===== src/rtl/phase_gen_pkg.sv =====
package phase_gen_pkg;
  typedef enum logic {
    IMPL_RING  = 1'b0,
    IMPL_COUNT = 1'b1
  } phase_impl_e;
endpackage


===== src/rtl/phase_ring.sv =====
module phase_ring #(
  parameter int unsigned N = 4
) (
  input  logic         clk_i,
  input  logic         rst_ni,
  input  logic         en_i,
  input  logic         load_i,
  input  logic [N-1:0] load_val_i,
  output logic [N-1:0] phase_o
);
  localparam logic [N-1:0] T0 = N'(1);

  logic [N-1:0] state_q, state_d;
  logic         legal;

  assign legal = $onehot(state_q);

  always_comb begin
    state_d = state_q;
    if (load_i)      state_d = load_val_i;
    else if (!legal) state_d = T0;  // repair: zero or multi-hot
    else if (en_i)   state_d = {state_q[N-2:0], state_q[N-1]};
  end

  always_ff @(posedge clk_i or negedge rst_ni) begin
    if (!rst_ni) state_q <= T0;
    else         state_q <= state_d;
  end

  assign phase_o = legal ? state_q : '0;

  // illegal word is replaced by T0 after one edge
  a_r5_ring_repair: assert property (@(posedge clk_i) disable iff (!rst_ni)
    (!load_i && $countones(state_q) != 1) |=> state_q == T0);

  // load takes the raw word
  a_r7_ring_load: assert property (@(posedge clk_i) disable iff (!rst_ni)
    load_i |=> state_q == $past(load_val_i));
endmodule


===== src/rtl/phase_cnt.sv =====
module phase_cnt #(
  parameter int unsigned N  = 4,
  parameter int unsigned CW = 2
) (
  input  logic          clk_i,
  input  logic          rst_ni,
  input  logic          en_i,
  input  logic          load_i,
  input  logic [CW-1:0] load_val_i,
  output logic [CW-1:0] code_o
);
  localparam logic [CW:0]   N_EXT = (CW+1)'(N);
  localparam logic [CW-1:0] LAST  = CW'(N - 1);

  logic [CW-1:0] cnt_q, cnt_d;
  logic          legal;

  assign legal = {1'b0, cnt_q} < N_EXT;

  always_comb begin
    cnt_d = cnt_q;
    if (load_i)      cnt_d = load_val_i;
    else if (!legal) cnt_d = '0;  // unused code back to phase 0
    else if (en_i)   cnt_d = (cnt_q == LAST) ? '0 : cnt_q + 1'b1;
  end

  always_ff @(posedge clk_i or negedge rst_ni) begin
    if (!rst_ni) cnt_q <= '0;
    else         cnt_q <= cnt_d;
  end

  assign code_o = cnt_q;

  // unused code returns to 0 after one edge
  a_r6_cnt_repair: assert property (@(posedge clk_i) disable iff (!rst_ni)
    (!load_i && int'(cnt_q) >= int'(N)) |=> cnt_q == '0);

  // load takes the raw code
  a_r7_cnt_load: assert property (@(posedge clk_i) disable iff (!rst_ni)
    load_i |=> cnt_q == $past(load_val_i));
endmodule


===== src/rtl/phase_dec.sv =====
module phase_dec #(
  parameter int unsigned N  = 4,
  parameter int unsigned CW = 2
) (
  input  logic [CW-1:0] code_i,
  output logic [N-1:0]  phase_o
);
  for (genvar i = 0; i < N; i++) begin : g_line
    assign phase_o[i] = (code_i == CW'(i));
  end
endmodule


===== src/rtl/phase_gen.sv =====
module phase_gen
  import phase_gen_pkg::*;
#(
  parameter int unsigned NUM_PHASES = 4,
  parameter phase_impl_e IMPL       = IMPL_RING,
  localparam int unsigned CNT_W     = $clog2(NUM_PHASES),
  localparam int unsigned STATE_W   = (IMPL == IMPL_RING) ? NUM_PHASES : CNT_W
) (
  input  logic                  clk_i,
  input  logic                  rst_ni,
  input  logic                  en_i,
  input  logic                  test_load_i,
  input  logic [STATE_W-1:0]    test_state_i,
  output logic [NUM_PHASES-1:0] phase_o
);
  localparam int unsigned N = NUM_PHASES;

  if (IMPL == IMPL_RING) begin : g_ring
    phase_ring #(.N(N)) u_ring (
      .clk_i      (clk_i),
      .rst_ni     (rst_ni),
      .en_i       (en_i),
      .load_i     (test_load_i),
      .load_val_i (test_state_i),
      .phase_o    (phase_o)
    );
  end else begin : g_count
    logic [CNT_W-1:0] code;
    phase_cnt #(.N(N), .CW(CNT_W)) u_cnt (
      .clk_i      (clk_i),
      .rst_ni     (rst_ni),
      .en_i       (en_i),
      .load_i     (test_load_i),
      .load_val_i (test_state_i),
      .code_o     (code)
    );
    phase_dec #(.N(N), .CW(CNT_W)) u_dec (
      .code_i  (code),
      .phase_o (phase_o)
    );
  end

  // never more than one line active
  a_r4_onehot0: assert property (@(posedge clk_i) disable iff (!rst_ni)
    $onehot0(phase_o));

  // active line rotates by one each enabled edge
  a_r2_advance: assert property (@(posedge clk_i) disable iff (!rst_ni)
    (en_i && !test_load_i && phase_o != '0)
      |=> phase_o == {$past(phase_o[N-2:0]), $past(phase_o[N-1])});

  // hold while disabled
  a_r3_hold: assert property (@(posedge clk_i) disable iff (!rst_ni)
    (!en_i && !test_load_i && phase_o != '0) |=> $stable(phase_o));

  // an empty phase is followed by T0 unless loaded
  a_r5_r6_recover: assert property (@(posedge clk_i) disable iff (!rst_ni)
    (!test_load_i && phase_o == '0) |=> phase_o == N'(1));
endmodule


===== config.mk =====
export PLATFORM = sky130hd
export DESIGN_NAME = phase_gen
export DESIGN_NICKNAME = d
export VERILOG_FILES = /design/src/rtl/phase_gen_pkg.sv /design/src/rtl/phase_ring.sv /design/src/rtl/phase_cnt.sv /design/src/rtl/phase_dec.sv /design/src/rtl/phase_gen.sv
export SDC_FILE = /design/constraint.sdc
export NUM_CORES = 1
export LEC_CHECK = 0
export BUFFER_PORTS_ARGS = -buffer_cell sky130_fd_sc_hd__clkbuf_2
export CAP_MARGIN = 20
export CORE_AREA = 10 10 47 49
export CTS_CLUSTER_SIZE = 14
export DETAILED_ROUTE_END_ITERATION = 8
export DIE_AREA = 0 0 57 59
export GPL_ROUTABILITY_DRIVEN = 1
export PLACE_DENSITY_LB_ADDON = 0.25
export SLEW_MARGIN = 30
export SYNTH_ARGS = -nofsm -noshare
export SYNTH_HDL_FRONTEND = slang
export SYNTH_SLANG_ARGS = --single-unit

===== constraint.sdc =====
create_clock -name clk_i -period 3.1 [get_ports clk_i]
set_clock_uncertainty 0.1 [all_clocks]
set_input_delay 0.155 -clock clk_i [delete_from_list [all_inputs] [get_ports clk_i]]
set_output_delay 0.155 -clock clk_i [all_outputs]
set_load 0.02 [all_outputs]

==> results.md, run 1 <==
- In the routed layout, each cell is associated on average with a via count of between 4 and 5.
- The total count of max-transition violations in the final report is 0.
- In this run, the number of DRC markers left after iteration 0 of detailed routing was 3.
- The register with the most flip-flops in the layout has 4 of them.
- Entering global routing, the biggest net connects 6 pins.
- The post-route netlist has between 30% and 40% of its cells at a drive strength greater than 1.
- The total number of placement rows is 14.
- The class of the most critical setup path is reg2out.
- Counting along the longest clock path gives a buffer depth of 2.
- The area enclosed by the die boundary is between 0.003 and 0.004 sq mm.
- The most common cell in the synthesized netlist is sky130_fd_sc_hd__and2_1.
- The via count of the first global-routing pass is roughly 270.
- In this run the number of H-tree levels came out at 1.
- At the worst endpoint, the required time is 2840 ps.
- The max-capacitance violation count is 0.
- Along the worst path, the maximum fanout reaches 4.
- The met3 usage in global routing is between 5 and 6%.
- The area growth from synthesis to layout is 42.5%.
- The TritonCTS clock tree is done.
- The number of enable-type register cells in the synthesized netlist is 0.
- The minimum clock period after layout is between 2000 and 3000 ps.
- In the routed design, unresolved DRC markers number 0.
- The worst relative slew slack is 77.9%.
- The met1 demand-to-capacity share in global routing is approximately 5%.
- The busiest metal layer after global routing is met3.
- For this run, global-route usage on met2 was measured as between 5 and 6%.
- In the post-route analysis, the smallest setup slack over all paths is between 500 and 600 ps.
- VDD sags by at most 0.266 mV.
- The tree built by TritonCTS fans out to 4 sinks.
- OpenSTA, run right after detailed placement, puts the worst setup slack at between 700 and 800 ps.
- After synthesis the cells add up to about 290 sq um.
- The proportion of netlist area held by the largest area contributor is between 20% and 30%.
- The die is just under 60 um tall.
- The synthesized area per cell is between 10 and 15 sq um.
- The portion of the clock cycle consumed by the worst path in the final layout is between 80% and 90%.
- The clock-pin slew of the registers on the worst-case setup and hold paths is ~40 ps.
- For the worst-skew pair, the clock arrives at the later sink with an insertion delay of approximately 240 ps.
- The element type at the critical path start is a flip-flop.
- The first TritonRoute pass finished after 2 iterations.
- The repair_antennas step left the layout with diodes totalling 0.
- The routed via count is 238.
- The power density of the placed cells is a little under 800 mW/mm^2.
- Setup repair after global routing left no endpoint under its margin.
- The largest registers in the layout are g_ring.u_ring.state_q: 4 flops.
- The total wire length after detailed routing is 635 um.
- The net count after synthesis is 38.
- The largest area contributor in the synthesized netlist is sky130_fd_sc_hd__dfrtp_1.
- The net count of the finished layout is 56.
- The class of the most critical hold timing path is in2reg.
- The flow ran to the end, and the final reports show no timing, DRC or antenna violations.
- For this run, the top clock speed supported by timing is slightly below 400 MHz.
- In this run the static leakage power is roughly 0.21 nW.
- The remaining antenna violation count is 0.
- In this run the cell area measured after placement is 360 sq um.
- Buffers placed on the I/O ports in this run total 11.
- After synthesis, flip-flops and latches occupy a little over a third of the total area.
- The number of I/O pins is 12.
- The number of different library cells used by synthesis comes to 13.
- The total of endpoints with negative setup slack in the final report is 0.
- The synthesized design contains 4 register bits.
- The total global routing overflow is 0.
- The number of antenna violations at the first check in global routing is 0.
- Counting flops per register, the top entry is g_ring.u_ring.state_q.
- In the final routed layout, each cell accounts on average for 10.8 um.
- After synthesis, the share of flip-flops with an asynchronous set or reset is 100%.
- Among all flip-flop cells after synthesis, the most frequent one is sky130_fd_sc_hd__dfrtp_1.
- Adding up every negative setup slack in the final design gives 0 ps.
- The die extent in x is about 57 um.
- The type of destination of the critical path is a primary output.
- The number of cells produced by synthesis is 26.
- After synthesis, the cell types taking the most area are sky130_fd_sc_hd__dfrtp_1 26%, sky130_fd_sc_hd__ha_1 13%, sky130_fd_sc_hd__mux2i_1 11%.
- The yosys synthesis warning count is 0.
- The number of buffers created by CTS is 3.
- The starting utilization of the core area is roughly a fifth.
- The final cell area excluding filler cells is between 400 and 500 sq um.
- The global-route total usage across every layer is roughly 4.9%.
- The number of hold-slack violations in the final timing report came to 0.
- At the worst endpoint, the arrival time is 2330 ps.
- The region available for standard cell placement spans ~0.0014 sq mm.
- The root buffer cell is sky130_fd_sc_hd__clkbuf_4.
- At the end of routability-driven placement, the weighted congestion stood at 0.661.
- The first-pass GRT wire length is roughly 1.2 mm.
- At the pin with the least slew margin, the transition time is 331 ps.
[placed cells by master, fill, tap and decap left out]
cell type and n:
sky130_fd_sc_hd__nor3b_1 1, sky130_fd_sc_hd__mux2_2 1, sky130_fd_sc_hd__dlygate4sd3_1 2, sky130_fd_sc_hd__or4b_4 1, sky130_fd_sc_hd__nand2_1 3, sky130_fd_sc_hd__clkbuf_4 3
sky130_fd_sc_hd__a2bb2oi_1 1, sky130_fd_sc_hd__clkbuf_2 11, sky130_fd_sc_hd__o21ai_1 3, sky130_fd_sc_hd__dfrtp_1 3, sky130_fd_sc_hd__inv_1 1, sky130_fd_sc_hd__fa_1 1
sky130_fd_sc_hd__dfstp_2 1, sky130_fd_sc_hd__ha_1 3, sky130_fd_sc_hd__and2_1 4, sky130_fd_sc_hd__clkbuf_1 1, sky130_fd_sc_hd__mux2i_1 3
[power breakdown]
group	internal (mW)	total (mW)	leakage, nW	switching (mW)
clock	0.0484	0.0719	0.0150	0.0234
combinational	0.0812	0.172	0.148	0.0904
sequential	0.0665	0.0769	0.0486	0.0103
[final timing paths]
path	startpoint	to	slack [ps]	depth (start not counted)
setup / recovery	g_ring.u_ring.state_q[0]	phase_o[2]	510	6
hold / removal	test_state_i[3]	g_ring.u_ring.state_q[3]	30	3
setup reg to reg	g_ring.u_ring.state_q[0]	g_ring.u_ring.state_q[0]	770	5
hold reg to reg	g_ring.u_ring.state_q[3]	g_ring.u_ring.state_q[3]	500	2
max in group asynchronous	rst_ni	g_ring.u_ring.state_q[0]	2540	2
min in group asynchronous	rst_ni	g_ring.u_ring.state_q[2]	150	2
[critical path, cell delays in order, from the launching register on]
cell and delay [ps]:
sky130_fd_sc_hd__dfstp_2 540, sky130_fd_sc_hd__ha_1 230, sky130_fd_sc_hd__ha_1 190, sky130_fd_sc_hd__fa_1 460, sky130_fd_sc_hd__nor3b_1 340, sky130_fd_sc_hd__and2_1 180
sky130_fd_sc_hd__clkbuf_2 170
[through the flow]
step	power, mW	hold slack [ps]	cells	utilization [%]
2_1_floorplan	0.201	-241	26	-
3_3_place_gp	0.252	-137	53	25.7
3_5_place_dp	0.251	-136	53	25.7
4_1_cts	0.329	19.7	59	29.0
5_1_grt	0.360	25.9	59	29.0
6_report	0.320	29.8	59	29.0
[layer usage]
layer,vias to the layer above,routed length [um],part of all wire (%)
met1,99,296,47
li1,128,-,-
met5,-,0,0
met4,0,0,0
met3,0,121,19
met2,11,217,34
[repair_timing]
action	4_1_cts	5_1_grt
setup buffers	0	0
hold buffers	2	0
gates resized for setup	0	0
setup endpoints to repair	0	0
endpoints found under the hold margin	5	0
[cell type report]
class | instances | area [sq um]
Sequential cell | 4 | 101
Fill cell | 166 | 995
Clock buffer | 4 | 26.3
Multi-Input combinational cell | 21 | 180
Timing Repair Buffer | 13 | 75.1
Tap cell | 16 | 20.0
Inverter | 1 | 3.75
[cell families after synthesis]
family | share of synthesized area (%)
flops | 35.5
buf+inv | 1.31
mux | 14.5
compound gates | 8.33
simple gates | 20.2
fa+ha+maj | 20.2
No activity file was read; power rests on OpenSTA's default activity.
==> run 2: changes to the inputs <==
clock period = 2.7 ns   (was 3.1 ns; I/O delays follow)
==> run 2 against run 1 <==
Clock-buffer cell count unchanged. Combinational power up 22%. Sequential cell count unchanged. Utilization increased by 0.36 points. Hold slack worse by 20 ps. Critical path depth unchanged. Register-to-register slack worse by 430 ps. Cell area grew 1.2%. Non-clock buffer count did not move.
==> results.md, run 2 (synthesis gave the netlist of run 1 again) <==
- The number of antenna violations at the first check in global routing was 0.
- The actual transition at the worst max-transition pin is ~210 ps.
- The most frequent standard cell in the layout excluding fill and tap cells is sky130_fd_sc_hd__clkbuf_2.
- The floorplan step defined a die boundary enclosing approximately 0.0034 sq mm.
- The worst setup timing slack at the placement stage is between 300 and 400 ps.
- Measured against its own limit, the worst slew margin works out to 86.1%.
- Buffers inserted during clock tree synthesis total 3.
- The core area is roughly 0.0014 sq mm.
- For the final routed database, the setup TNS stands at 0 ps.
- The number of I/O pins is 12.
- The total global routing overflow is 0.
- The pin count of the biggest net entering global routing is 6.
- The placed cell count is 53.
- The type of destination of the critical path is a primary output.
- The design draws roughly 0.38 mW.
- The first element of the critical path is g_ring.u_ring.state_q[0].
- For this block, the initial DRC count from the detailed router was 2.
- The pre-antenna-repair detailed-routing pass consisted of 2 iterations.
- Setup repair after global routing left no endpoint under its margin.
- The remaining antenna violation count is 0.
- The ratio of cells with drive above 1 in the final layout is between 40% and 50%.
- The number of sinks driven by the clock tree is 4.
- For this configuration, the core starts out at a cell density of between 20% and 30%.
- The worst setup path is launched from a flip-flop.
- After layout, the worst setup slack is approximately 210 ps.
- The peak supply drop is ~0.25 mV.
- The critical path is of the reg2out type.
- The H-tree depth reported by CTS is 1.
- The tightest min-delay check is of the in2reg type.
- Counting cells, the worst reg-to-reg path comes to 5.
- The TritonCTS clock tree is done.
- The total count of max-transition violations in the final report was 0.
- The top cell types in the final layout, fill and taps aside, are 11 x sky130_fd_sc_hd__clkbuf_2, 4 x sky130_fd_sc_hd__and2_1.
- The power density of the placed cells is around 900 mW/mm^2.
- The die extent in x is about 57 um.
- The portion of the clock cycle consumed by the worst path in the final layout is about 92%.
- The placed instances occupy a cell area of between 300 and 400 sq um.
- Across every metal layer, demand over resource in global routing totals about 4.8%.
- In the final design database the tool counted 56 nets.
- The worst hold slack is 9.30 ps.
- The reg-to-reg critical path endpoint is g_ring.u_ring.state_q[3].
- The clock passes through at most 2 buffers.
- The buffers inserted during post-CTS setup optimization is 0.
- The required time of the worst setup path is about 2500 ps.
- In the final layout, the multi-input gates occupy around 190 sq um.
- The core utilization of the finished layout is 29.4%.
- The die span in y is roughly 59 um.
- The register with the most flip-flops in the layout has 4 of them.
- The final weighted congestion in routability-driven placement is 0.682.
- The half-perimeter wire length of the detailed placement result is 561 um.
- The diode insertion count for antenna repair is 0.
- The via count of the first global-routing pass came to around 280.
- After clock tree synthesis, the clock-pin slew on the worst setup and hold paths is about 30 ps.
- The root buffer cell is sky130_fd_sc_hd__clkbuf_4.
- The flow ran to the end, and the final reports show no timing, DRC or antenna violations.
- Setup violations remaining at the end of the flow were counted as 0.
- The total wire length after detailed routing is approximately 690 um.
- The routed via count is roughly 240.
- In the final routed layout, each cell accounts on average for 11.7 um.
- The later-pin clock latency in the skew report is about 240 ps.
- In this run the worst path has a maximum fanout of 4.
- The finished layout holds a little under 60 standard cells, fillers aside.
- The setup slack on the worst flop-to-flop path is between 300 and 400 ps.
- The endpoint of the worst setup timing path is phase_o[1].
- The startpoint identified for the worst register-to-register timing path is g_ring.u_ring.state_q[0].
- In the final layout, flip-flops and latches occupy a little over 100 sq um.
- Counting the fill cells in the layout gives roughly 160.
- Dividing the detail-routed via count by the number of cells gives 4.03.
- The minimum clock period after layout is about 2500 ps.
- The number of buffers added on ports is 11.
- At the worst endpoint, the arrival time is 2260 ps.
- In the routed design, unresolved DRC markers number 0.
- The first-pass GRT wire length is approximately 1.2 mm.
- The reported leakage power is ~0.21 nW.
- The number of hold-slack violations in the final timing report is 0.
- In the final layout, the registers with the most flip-flops are g_ring.u_ring.state_q: 4 flops.
- The largest register by flop count is g_ring.u_ring.state_q.
- Timing would allow up to between 400 and 500 MHz.
- The total number of placement rows is 14.
- The max-capacitance violation count is 0.
- The layout overhead on the synthesized area is 44.3%.
- The final cell area excluding filler cells is just over 400 sq um.
## run 2: worst max-delay path: stages, from the launching register on
cell and delay [ps]:
sky130_fd_sc_hd__dfstp_2 540, sky130_fd_sc_hd__ha_1 230, sky130_fd_sc_hd__ha_1 190, sky130_fd_sc_hd__fa_1 480
sky130_fd_sc_hd__nor3b_2 260, sky130_fd_sc_hd__and2_1 160, sky130_fd_sc_hd__clkbuf_2 160
## run 2: cell type report
cell class	count	share of cell area, %
Tap cell	16	4.86
Sequential cell	4	24.6
Clock buffer	4	6.38
Timing Repair Buffer	13	18.2
Multi-Input combinational cell	21	45.0
Inverter	1	0.912
## run 2: timing repair
action / in CTS / in global routing
hold buffers: 2 / 0
endpoints found under the setup margin: 0 / 4
endpoints found under the hold margin: 5 / 0
resized for setup: 0 / 1
## run 2: report_power, final
part | switching, mW | total, mW | internal [mW] | leakage (nW)
sequential | 0.0125 | 0.0890 | 0.0765 | 0.0486
clock | 0.0253 | 0.0808 | 0.0555 | 0.0150
combinational | 0.108 | 0.209 | 0.101 | 0.150
total | 0.146 | 0.379 | 0.233 | 0.214
## run 2: worst min path at each step
stage / start / end / slack (ps) / cells past startpoint
4_1_cts: test_load_i / g_ring.u_ring.state_q[0] / 7 / 2
2_1_floorplan: rst_ni / g_ring.u_ring.state_q[1] / -260 / 0
3_5_place_dp: rst_ni / g_ring.u_ring.state_q[3] / -160 / 1
6_report: test_load_i / g_ring.u_ring.state_q[0] / 9 / 2
3_3_place_gp: rst_ni / g_ring.u_ring.state_q[3] / -160 / 1
5_1_grt: test_load_i / g_ring.u_ring.state_q[0] / 10 / 2
## run 2: layer usage
| layer | wire length [um] | GRT usage [%] | share of wire (%) | up-vias |
|---|---|---|---|---|
| met4 | 0 | 3.02 | 0 | 0 |
| met1 | 331 | 5.49 | 48 | 101 |
| met5 | 0 | 0 | 0 | - |
| li1 | - | - | - | 126 |
| met2 | 264 | 5.89 | 38 | 11 |
| met3 | 96 | 4.08 | 14 | 0 |
